### src/rtl/fr_cmp_timer.sv
module fr_cmp_timer #(
  parameter int W   = 16,
  parameter int NCH = 2,
  localparam int SW = (NCH > 1) ? $clog2(NCH) : 1
) (
  input  logic           clk,
  input  logic           rst_n,
  input  logic           run_en,
  input  logic           wr_en,
  input  logic [SW-1:0]  wr_sel,
  input  logic [W-1:0]   wr_data,
  output logic [W-1:0]   cnt_o,
  output logic [NCH-1:0] irq_o,
  output logic [NCH-1:0] tgl_o
);

  logic [W-1:0]   cnt_q;
  logic [W-1:0]   cmp_q [NCH];
  logic [NCH-1:0] hit;
  logic [NCH-1:0] irq_q, tgl_q;

  always_ff @(posedge clk or negedge rst_n) begin
    if (!rst_n)       cnt_q <= '0;
    else if (!run_en) cnt_q <= '0;
    else              cnt_q <= cnt_q + 1'b1;
  end

  for (genvar g = 0; g < NCH; g++) begin : g_ch
    assign hit[g] = run_en && (cnt_q == cmp_q[g]);

    always_ff @(posedge clk or negedge rst_n) begin
      if (!rst_n)                              cmp_q[g] <= '0;
      else if (wr_en && wr_sel == SW'(g))      cmp_q[g] <= wr_data;
    end
  end

  always_ff @(posedge clk or negedge rst_n) begin
    if (!rst_n) begin
      irq_q <= '0;
      tgl_q <= '0;
    end else begin
      irq_q <= hit;
      tgl_q <= tgl_q ^ hit;
    end
  end

  assign cnt_o = cnt_q;
  assign irq_o = irq_q;
  assign tgl_o = tgl_q;

endmodule

### config.mk
export PLATFORM = sky130hd
export DESIGN_NAME = fr_cmp_timer
export DESIGN_NICKNAME = d
export VERILOG_FILES = /design/src/rtl/fr_cmp_timer.sv
export SDC_FILE = /design/constraint.sdc
export NUM_CORES = 1
export LEC_CHECK = 0
export ABC_AREA = 1
export BUFFER_PORTS_ARGS = -buffer_cell sky130_fd_sc_hd__buf_2
export CAP_MARGIN = 5
export CORE_MARGIN = 1.5
export CORE_UTILIZATION = 38
export CTS_CLUSTER_SIZE = 10
export DETAILED_ROUTE_END_ITERATION = 7
export PLACE_DENSITY = 0.53
export SKIP_LAST_GASP = 1
export SLEW_MARGIN = 20
export SYNTH_ARGS = -nofsm -noshare
export SYNTH_HDL_FRONTEND = slang
export SYNTH_SLANG_ARGS = --single-unit
### constraint.sdc
create_clock -name clk -period 1.4 [get_ports clk]
set_input_delay 0.28 -clock clk [delete_from_list [all_inputs] [get_ports clk]]
set_output_delay 0.28 -clock clk [all_outputs]
set_load 0.005 [all_outputs]
==> results of run 1 <==
-- cell type report --
class / count / area (µm²) / share of cell area [%]
tap: 99 / 124 / 3.46
inverter: 74 / 278 / 7.76
timing repair buffer: 67 / 447 / 12.5
clock inverter: 1 / 30.0 / 0.839
sequential: 52 / 1310 / 36.5
multi-input combinational: 290 / 1300 / 36.2
clock buffer: 7 / 96.3 / 2.69
-- repair_timing --
action	CTS	global route
setup buffers	5	3
gates cloned	0	0
resized for setup	1	16
endpoints found under the hold margin	52	0
hold buffers	1	0
endpoints found under the setup margin	4	9
pin swaps	1	8
-- cell families (layout without fill, tap and decap cells) --
family          Yosys count  in the layout
xor+xnor                  1              1
compound gates           51             51
simple gates            237            237
fa+ha+maj                 1              1
buf+inv                  82            149
flops                    52             52
-- critical path, cell delays in order, from the launching register on --
cell and delay [ns]:
dfrtp_1 0.44, inv_1 0.13, nand2_1 0.12, nand2_1 0.07, nor2_1 0.08, nand2_1 0.08
nor2_2 0.15, nand3_1 0.10, nand2_1 0.06, nand2_1 0.04
-- Yosys cell counts (2+ instances only) --
library cell	instances	area share [%]
a21oi_1	10	1.7
clkbuf_1	6	0.78
dfrtp_1	52	45
inv_1	73	9.5
nand2_1	161	21
nand2_2	5	1.1
nand3_1	5	0.87
nand3b_1	2	0.52
nand4_1	9	2.0
nor2_1	40	5.2
nor3_1	8	1.4
nor3_2	2	0.70
o21ai_0	40	7.0
-- flip-flops by register name, indices dropped and copies added (netlist names) --
| name | count |
|---|---|
| cnt_o | 16 |
| irq_o | 2 |
| tgl_o | 2 |
| cmp_q | 32 |
-- how the worst min path moves through the flow --
| stage | from | to | depth (start not counted) |
|---|---|---|---|
| 6_report | wr_data[0] | cmp_q[16]$_DFFE_PN0P_ | 3 |
| 5_1_grt | wr_data[14] | cmp_q[30]$_DFFE_PN0P_ | 3 |
| 4_1_cts | wr_data[2] | cmp_q[2]$_DFFE_PN0P_ | 3 |
| 3_3_place_gp | rst_n | cmp_q[20]$_DFFE_PN0P_ | 2 |
| 3_5_place_dp | rst_n | cmp_q[4]$_DFFE_PN0P_ | 2 |
| 2_1_floorplan | rst_n | cmp_q[0]$_DFFE_PN0P_ | 0 |
-- metrics by stage --
| stage | setup WS, ns | cells | util (%) | area (µm²) | total power [mW] |
|---|---|---|---|---|---|
| floorplan | 0.0907 | 424 | - | 2880 | 2.13 |
| CTS | 0.00931 | 587 | 48.3 | 3520 | 3.55 |
| global placement | -0.0419 | 573 | 45.9 | 3340 | 2.38 |
| global route | -0.0899 | 590 | 49.1 | 3580 | 3.72 |
| finish | 0.0339 | 590 | 49.1 | 3580 | 3.51 |
| detailed placement | -0.0331 | 573 | 45.9 | 3340 | 2.39 |
-- power breakdown --
part	switching, mW	internal, mW
logic	0.381	0.254
registers	0.115	1.63
clock network	0.501	0.631
-- routing by layer --
metal  track usage (%)  up-vias  share of wire (%)
met5                 0        -                  0
met4              4.76        0               0.92
met3              3.47        6                5.0
met2              29.9       57                 43
met1              29.1     1220                 51
li1                  -     1422                  -
-- placed cells by master, fill, tap and decap left out, types with 2 or more instances in the layout --
master and instances:
nand3b_1 2, nand4_1 9, nor3_2 2, nand2_2 7, buf_12 3, inv_2 2, nor3_1 8, nand2_1 158
o21ai_1 2, a21oi_1 10, inv_1 72, clkbuf_8 7, o21ai_0 39, dfrtp_2 4, buf_2 40, nand3_1 5
nor2_1 35, nor2_2 6, dfrtp_1 48, buf_4 22
==> impl_results.html, run 1 <==
<table>
<tr><th>Metric</th><th>Value</th></tr>
<tr><th colspan="2">Layout</th></tr>
<tr><td>Nets</td><td>512</td></tr>
<tr><td>Antenna diode count</td><td>0</td></tr>
<tr><td>P&amp;R area growth vs syn</td><td>24.3%</td></tr>
<tr><td>Number of fillers in the final layout</td><td>between 700 and 800</td></tr>
<tr><td>Fraction of layout instances using a drive strength above 1</td><td>20.4%</td></tr>
<tr><th colspan="2">Power and ir drop</th></tr>
<tr><td>Static leakage power</td><td>1.99 nW</td></tr>
<tr><td>Worst IR drop on VDD</td><td>about 0.00054 V</td></tr>
<tr><td>Cell Pwr Density</td><td>982 nW/µm²</td></tr>
<tr><th colspan="2">Routing</th></tr>
<tr><td>Total wire length</td><td>around 7600 µm</td></tr>
<tr><td>First DRT Iteration DRCs</td><td>between 150 and 200</td></tr>
<tr><td>TritonRoute pass-1 iters</td><td>4</td></tr>
<tr><td>Average via count per standard cell</td><td>4.58</td></tr>
<tr><td>Routed wire per std cell</td><td>between 10 and 15 µm</td></tr>
<tr><td>Number of vias in the routed layout</td><td>2705</td></tr>
<tr><td>Drc violations</td><td>0</td></tr>
<tr><td>Count of antenna-violating nets left after detailed routing</td><td>0</td></tr>
<tr><th colspan="2">Floorplanning</th></tr>
<tr><td>Die extent in y</td><td>90.0 µm</td></tr>
<tr><td>Core region area</td><td>7290 µm²</td></tr>
<tr><td>Core Rows</td><td>31</td></tr>
<tr><td>Width of the chip</td><td>between 90 and 100 µm</td></tr>
<tr><td>I/O pin count</td><td>roughly 40</td></tr>
<tr><td>Initial Util</td><td>39.5%</td></tr>
<tr><td>Area of the die</td><td>8110 µm²</td></tr>
<tr><th colspan="2">Place</th></tr>
<tr><td>HPWL Detailed</td><td>5770 µm</td></tr>
<tr><td>Number of input and output port buffers inserted</td><td>40</td></tr>
<tr><td>Placer's final routability congestion estimate</td><td>0.913</td></tr>
<tr><th colspan="2">CTS</th></tr>
<tr><td>Clock insertion delay at the later pin of the skew report</td><td>0.30 ns</td></tr>
<tr><td>Sinks on the clock net</td><td>52</td></tr>
<tr><td>CTS tree</td><td>done</td></tr>
<tr><td>Total clock buffers created by CTS</td><td>5</td></tr>
<tr><td>Maximum buffer depth of the clock tree</td><td>2</td></tr>
<tr><td>Clock tree root buffer cell</td><td>clkbuf_8</td></tr>
<tr><td>Deepest level of the CTS H-tree</td><td>2</td></tr>
<tr><td>Reg clk slew, reported paths</td><td>0.10 ns</td></tr>
<tr><th colspan="2">Global route</th></tr>
<tr><td>Largest net degree at the start of global routing</td><td>53</td></tr>
<tr><td>Antenna violations before repair</td><td>0</td></tr>
<tr><td>First-pass GRT wire length</td><td>12700 µm</td></tr>
<tr><td>Global-route usage over all layers</td><td>between 15 and 20%</td></tr>
<tr><td>Via count of the first global-routing pass</td><td>2579</td></tr>
<tr><td>Total congestion overflow after global routing</td><td>0</td></tr>
<tr><th colspan="2">Worst setup path</th></tr>
<tr><td>Type of origin of the critical path</td><td>flip-flop</td></tr>
<tr><td>Worst flop-to-flop path startpoint</td><td>cnt_o[5]$_DFF_PN0_</td></tr>
<tr><td>Arrival time of data at the critical path endpoint</td><td>1.57 ns</td></tr>
<tr><td>Timing endpoint of the critical path</td><td>tgl_o[1]$_DFF_PN0_</td></tr>
<tr><td>Highest fanout seen on the critical path</td><td>5</td></tr>
<tr><td>Worst reg2reg path endpoint</td><td>tgl_o[1]$_DFF_PN0_</td></tr>
<tr><td>Critical path required time</td><td>1.61 ns</td></tr>
<tr><td>Endpoint type of the worst setup path</td><td>flip-flop</td></tr>
<tr><td>Critical path class</td><td>flip-flop to flip-flop</td></tr>
<tr><td>Number of cells traversed by the worst register-to-register path</td><td>9</td></tr>
<tr><td>Worst setup path start</td><td>cnt_o[5]$_DFF_PN0_</td></tr>
<tr><td>Reg-to-reg setup timing slack</td><td>0.03 ns</td></tr>
<tr><th colspan="2">Synthesis</th></tr>
<tr><td>Xor-xnor portion of the synthesized cell area</td><td>0.304%</td></tr>
<tr><td>Fraction of the mapped netlist area in adder cells</td><td>less than 1%</td></tr>
<tr><td>Sequential fraction of the synthesis area</td><td>45.2%</td></tr>
<tr><td>Synthesized-area fraction occupied by ao, oa, aoi and oai cells</td><td>8.87%</td></tr>
<tr><td>Primary flip-flop cell chosen by synthesis mapping</td><td>dfrtp_1</td></tr>
<tr><td>Multiplexer area fraction after synthesis</td><td>0%</td></tr>
<tr><td>Area of the mapped netlist</td><td>around 2900 µm²</td></tr>
<tr><td>Number of nets in the synthesized netlist</td><td>446</td></tr>
<tr><td>Combinational family with the most area after synthesis</td><td>simple AND/OR/NAND/NOR gates</td></tr>
<tr><td>Post-synth EDFFs</td><td>0</td></tr>
<tr><td>Simple logic cell fraction of the synthesized area</td><td>34.5%</td></tr>
<tr><td>Cell variety after synth</td><td>24</td></tr>
<tr><td>Count of yosys warnings during synthesis</td><td>0</td></tr>
<tr><td>Post-synth ARST share</td><td>100%</td></tr>
<tr><td>Synthesized area per cell</td><td>6.79 µm²</td></tr>
<tr><td>Gate count after technology mapping</td><td>424</td></tr>
<tr><td>Number of synthesized register bits</td><td>52</td></tr>
<tr><th colspan="2">Job</th></tr>
<tr><td>Number of max-cap violations</td><td>0</td></tr>
<tr><th colspan="2">STA</th></tr>
<tr><td>Count of pins over their slew limit</td><td>0</td></tr>
<tr><td>Setup tns final</td><td>0 ns</td></tr>
<tr><td>Setup-violating endpoint count in the final report</td><td>0</td></tr>
<tr><td>Worst Hold Slack</td><td>0.231 ns</td></tr>
<tr><td>Tightest Pin Transition</td><td>around 0.29 ns</td></tr>
<tr><td>Number of failing hold endpoints at the final stage</td><td>0</td></tr>
<tr><td>RSZ-0062 raised after global routing</td><td>true</td></tr>
<tr><td>Relative max-transition margin</td><td>roughly 80%</td></tr>
<tr><td>Final critical path time including I/O delays and setup</td><td>1.37 ns</td></tr>
<tr><td>Final worst clock skew</td><td>0.00527 ns</td></tr>
<tr><td>Final worst path period share</td><td>97.6%</td></tr>
<tr><td>Highest Clock Rate</td><td>0.732 GHz</td></tr>
<tr><th colspan="2">Run status</th></tr>
<tr><td>Run status</td><td>completed</td></tr>
<tr><th colspan="2">Min path</th></tr>
<tr><td>Worst hold-check path type</td><td>primary input to flip-flop</td></tr>
</table>
(Power assumes the default switching activity.)
==> run 2: changes to the inputs <==
--- a/config.mk
+++ b/config.mk
@@ -8,6 +8,7 @@
 export ABC_AREA = 1
 export BUFFER_PORTS_ARGS = -buffer_cell sky130_fd_sc_hd__buf_2
 export CAP_MARGIN = 5
+export CORE_ASPECT_RATIO = 2
 export CORE_MARGIN = 1.5
 export CORE_UTILIZATION = 38
 export CTS_CLUSTER_SIZE = 10
==> run 2 against run 1 <==
Compared with the run above:
- clock power up 12%
- register-to-register slack better by 0.02 ns
- die area increased by 0.40%
- sequential share of layout area shrank 0.70 points
- sequential power hardly changed
- first-iteration DRC count shrank 7.6%
- fmax is 1.2% higher
- worst hold slack improved by 0.013 ns
- combinational power increased by 3%
- utilization is 0.99 points higher
- clock-buffer cell count is the same
- worst setup slack improved by 0.017 ns
- critical path type unchanged
- largest power group unchanged
==> impl_results.html, run 2 (synthesis gave the netlist of run 1 again) <==
<table>
<tr><th>Metric</th><th>Value</th></tr>
<tr><th colspan="2">Global route</th></tr>
<tr><td>Largest net degree at the start of global routing</td><td>53 (unchanged)</td></tr>
<tr><td>Antenna violations before repair</td><td>0 (unchanged)</td></tr>
<tr><td>Total congestion overflow after global routing</td><td>0 (unchanged)</td></tr>
<tr><td>First-pass GRT wire length</td><td>13600 µm (was 12700 µm)</td></tr>
<tr><td>Via count of the first global-routing pass</td><td>2740 (was 2579)</td></tr>
<tr><td>Global-route usage over all layers</td><td>22.3% (was 19.7%)</td></tr>
<tr><th colspan="2">Layout</th></tr>
<tr><td>Register name with the most flops</td><td>cmp_q (unchanged)</td></tr>
<tr><td>Fraction of layout instances using a drive strength above 1</td><td>23.7% (was 20.4%)</td></tr>
<tr><td>Final cell count without fillers</td><td>590 (unchanged)</td></tr>
<tr><td>Number of fillers in the final layout</td><td>745 (was 794)</td></tr>
<tr><td>Antenna diode count</td><td>0 (unchanged)</td></tr>
<tr><td>Largest register FFs</td><td>32 (unchanged)</td></tr>
<tr><td>Area used by sequential logic in the layout</td><td>1310 µm² (about the same)</td></tr>
<tr><td>P&amp;R area growth vs syn</td><td>27.3% (was 24.3%)</td></tr>
<tr><td>Nets</td><td>519 (was 512)</td></tr>
<tr><td>Area taken by multi-input logic gates</td><td>1310 µm² (was 1300 µm²)</td></tr>
<tr><td>Final std cell area, no fill</td><td>3660 µm² (was 3580 µm²)</td></tr>
<tr><td>Highest-count cells in the layout ignoring fill and taps</td><td>nand2_1, inv_1, dfrtp_1, o21ai_0, buf_2 (was nand2_1, inv_1, dfrtp_1, buf_2, o21ai_0)</td></tr>
<tr><td>Commonest non-fill, non-tap cell in the layout</td><td>nand2_1 (unchanged)</td></tr>
<tr><td>Final standard cell utilization of the core</td><td>50.1% (was 49.1%)</td></tr>
<tr><th colspan="2">Place</th></tr>
<tr><td>Worst slack after detailed placement</td><td>-0.0834 ns (was -0.0331 ns)</td></tr>
<tr><td>Number of placed cells counting well taps</td><td>569 (was 573)</td></tr>
<tr><td>HPWL Detailed</td><td>6370 µm (was 5770 µm)</td></tr>
<tr><td>Placer's final routability congestion estimate</td><td>0.911 (was 0.913)</td></tr>
<tr><td>Area of placed instances</td><td>3360 µm² (was 3340 µm²)</td></tr>
<tr><td>Number of input and output port buffers inserted</td><td>40 (unchanged)</td></tr>
<tr><th colspan="2">CTS</th></tr>
<tr><td>Sinks on the clock net</td><td>52 (unchanged)</td></tr>
<tr><td>CTS tree</td><td>done (unchanged)</td></tr>
<tr><td>Maximum buffer depth of the clock tree</td><td>2 (unchanged)</td></tr>
<tr><td>Deepest level of the CTS H-tree</td><td>2 (unchanged)</td></tr>
<tr><td>Total clock buffers created by CTS</td><td>5 (unchanged)</td></tr>
<tr><td>Reg clk slew, reported paths</td><td>0.07 ns (was 0.10 ns)</td></tr>
<tr><td>Clock insertion delay at the later pin of the skew report</td><td>0.30 ns (about the same)</td></tr>
<tr><td>Clock tree root buffer cell</td><td>clkbuf_16 (was clkbuf_8)</td></tr>
<tr><th colspan="2">Floorplanning</th></tr>
<tr><td>Area of the die</td><td>8140 µm² (was 8110 µm²)</td></tr>
<tr><td>Core region area</td><td>7320 µm² (was 7290 µm²)</td></tr>
<tr><td>Die extent in y</td><td>126 µm (was 90.0 µm)</td></tr>
<tr><td>Width of the chip</td><td>64.6 µm (was 90.0 µm)</td></tr>
<tr><td>Initial Util</td><td>39.3% (was 39.5%)</td></tr>
<tr><td>Core Rows</td><td>44 (was 31)</td></tr>
<tr><td>I/O pin count</td><td>41 (unchanged)</td></tr>
<tr><th colspan="2">STA</th></tr>
<tr><td>Tightest Pin Transition</td><td>0.294 ns (was 0.286 ns)</td></tr>
<tr><td>RSZ-0062 raised after global routing</td><td>true (unchanged)</td></tr>
<tr><td>Relative max-transition margin</td><td>80.4% (was 80.9%)</td></tr>
<tr><td>Worst Hold Slack</td><td>0.244 ns (was 0.231 ns)</td></tr>
<tr><td>Final worst slack</td><td>0.0505 ns (was 0.0339 ns)</td></tr>
<tr><td>Setup-violating endpoint count in the final report</td><td>0 (unchanged)</td></tr>
<tr><td>Number of failing hold endpoints at the final stage</td><td>0 (unchanged)</td></tr>
<tr><td>Count of pins over their slew limit</td><td>0 (unchanged)</td></tr>
<tr><td>Final worst clock skew</td><td>0.00424 ns (was 0.00527 ns)</td></tr>
<tr><td>Final worst path period share</td><td>96.4% (was 97.6%)</td></tr>
<tr><td>Setup tns final</td><td>0 ns (unchanged)</td></tr>
<tr><td>Highest Clock Rate</td><td>0.741 GHz (was 0.732 GHz)</td></tr>
<tr><td>Final critical path time including I/O delays and setup</td><td>1.35 ns (was 1.37 ns)</td></tr>
<tr><th colspan="2">Worst setup path</th></tr>
<tr><td>Kind of cell with the highest combined delay on the critical path</td><td>simple AND/OR/NAND/NOR gates (unchanged)</td></tr>
<tr><td>Number of cells traversed by the worst register-to-register path</td><td>6 (was 9)</td></tr>
<tr><td>Worst path max stage delay</td><td>0.40 ns (was 0.44 ns)</td></tr>
<tr><td>Highest fanout seen on the critical path</td><td>5 (unchanged)</td></tr>
<tr><td>Logic depth of the worst setup path including buffers</td><td>6 (was 9)</td></tr>
<tr><td>Critical path class</td><td>flip-flop to flip-flop (unchanged)</td></tr>
<tr><td>Cells traversed along the worst timing path</td><td>buf_4, nand3_2, nor3_4, nand2_2, nor3_1, nor3_2 (was inv_1, nand2_1, nand2_1, nor2_1, nand2_1, nor2_2, nand3_1, nand2_1, nand2_1)</td></tr>
<tr><td>Critical path's slowest cell</td><td>dfrtp_1 (unchanged)</td></tr>
<tr><td>Arrival time of data at the critical path endpoint</td><td>1.53 ns (was 1.57 ns)</td></tr>
<tr><td>Buffers plus inverters on the worst setup path</td><td>1 (unchanged)</td></tr>
<tr><td>Critical path required time</td><td>1.58 ns (was 1.61 ns)</td></tr>
<tr><td>Type of origin of the critical path</td><td>flip-flop (unchanged)</td></tr>
<tr><td>Endpoint type of the worst setup path</td><td>flip-flop (unchanged)</td></tr>
<tr><th colspan="2">Routing</th></tr>
<tr><td>Routed wire per std cell</td><td>14.1 µm (was 13.0 µm)</td></tr>
<tr><td>Total wire length</td><td>8290 µm (was 7650 µm)</td></tr>
<tr><td>TritonRoute pass-1 iters</td><td>4 (unchanged)</td></tr>
<tr><td>First DRT Iteration DRCs</td><td>145 (was 157)</td></tr>
<tr><td>Number of vias in the routed layout</td><td>2819 (was 2705)</td></tr>
<tr><td>Average via count per standard cell</td><td>4.78 (was 4.58)</td></tr>
<tr><td>Drc violations</td><td>0 (unchanged)</td></tr>
<tr><td>Count of antenna-violating nets left after detailed routing</td><td>0 (unchanged)</td></tr>
<tr><th colspan="2">Power and ir drop</th></tr>
<tr><td>Static leakage power</td><td>2.02 nW (was 1.99 nW)</td></tr>
<tr><td>Worst IR drop on VDD</td><td>0.000695 V (was 0.000536 V)</td></tr>
<tr><td>Sum of internal, switching and leakage power</td><td>3.67 mW (was 3.51 mW)</td></tr>
<tr><td>Cell Pwr Density</td><td>1000 nW/µm² (was 982 nW/µm²)</td></tr>
<tr><th colspan="2">Job</th></tr>
<tr><td>Number of max-cap violations</td><td>0 (unchanged)</td></tr>
<tr><th colspan="2">Min path</th></tr>
<tr><td>Worst hold-check path type</td><td>primary input to flip-flop (unchanged)</td></tr>
<tr><td>Hold Crit Depth</td><td>3 (unchanged)</td></tr>
<tr><th colspan="2">Run status</th></tr>
<tr><td>Run status</td><td>completed (unchanged)</td></tr>
</table>
==> run 2: cell count changes in the layout (fill, tap and decap cells not counted), moves of 2 or more <==
| cell | before | now |
|---|---|---|
| nand2_2 | 7 | 11 |
| dfrtp_1 | 48 | 43 |
| buf_4 | 22 | 30 |
| clkbuf_16 | 0 | 5 |
| o21ai_1 | 2 | 0 |
| nand2_1 | 158 | 154 |
| dfrtp_2 | 4 | 9 |
| clkbuf_8 | 7 | 1 |
==> run 2: worst paths after layout <==
kind                                        from               endpoint  slack (ns)
setup reg to reg              cnt_o[0]$_DFF_PN0_    cnt_o[13]$_DFF_PN0_        0.05
min in group asynchronous                  rst_n  cmp_q[16]$_DFFE_PN0P_        0.50
max in group asynchronous                  rst_n     cnt_o[8]$_DFF_PN0_        0.63
setup / recovery              cnt_o[0]$_DFF_PN0_    cnt_o[13]$_DFF_PN0_        0.05
hold / removal                        wr_data[0]  cmp_q[16]$_DFFE_PN0P_        0.24
hold reg to reg            cmp_q[12]$_DFFE_PN0P_  cmp_q[12]$_DFFE_PN0P_        0.51
==> run 2: power breakdown <==
part	total [mW]	switching (mW)	internal, mW
Combinational	0.654	0.393	0.261
Sequential	1.75	0.120	1.63
Clock	1.27	0.553	0.713
Total	3.67	1.07	2.61
==> run 2: layer usage <==
layer,wire [µm],vias to the layer above,GRT usage (%)
met4,344,0,11.9
met3,230,20,3.21
li1,-,1437,-
met2,4620,60,41.5
met5,0,-,0
met1,3100,1302,23.4
==> run 2: worst register-to-register path, delay by kind of cell, from the launching register on <==
kind / cells / cell delay (ns)
AND/OR/NAND/NOR: 5 / 0.69
flip-flops: 1 / 0.40
buffers and inverters: 1 / 0.14
==> run 2: area by class of cell <==
cell class                      instances  share of cell area [%]
Multi-Input combinational cell        290                    35.8
Sequential cell                        52                    35.8
Timing Repair Buffer                   74                    13.5
Inverter                               74                    7.58
Clock buffer                            7                    3.89
Tap cell                               92                    3.14
Clock inverter                          1                   0.205
==> run 2: what timing repair did <==
item | in CTS | in global routing
buffers inserted | 7 | 5
hold buffers | 1 | 0
pin swaps | 3 | 7
endpoints found under the hold margin | 52 | 0
resized for setup | 9 | 18
endpoints found under the setup margin | 7 | 10
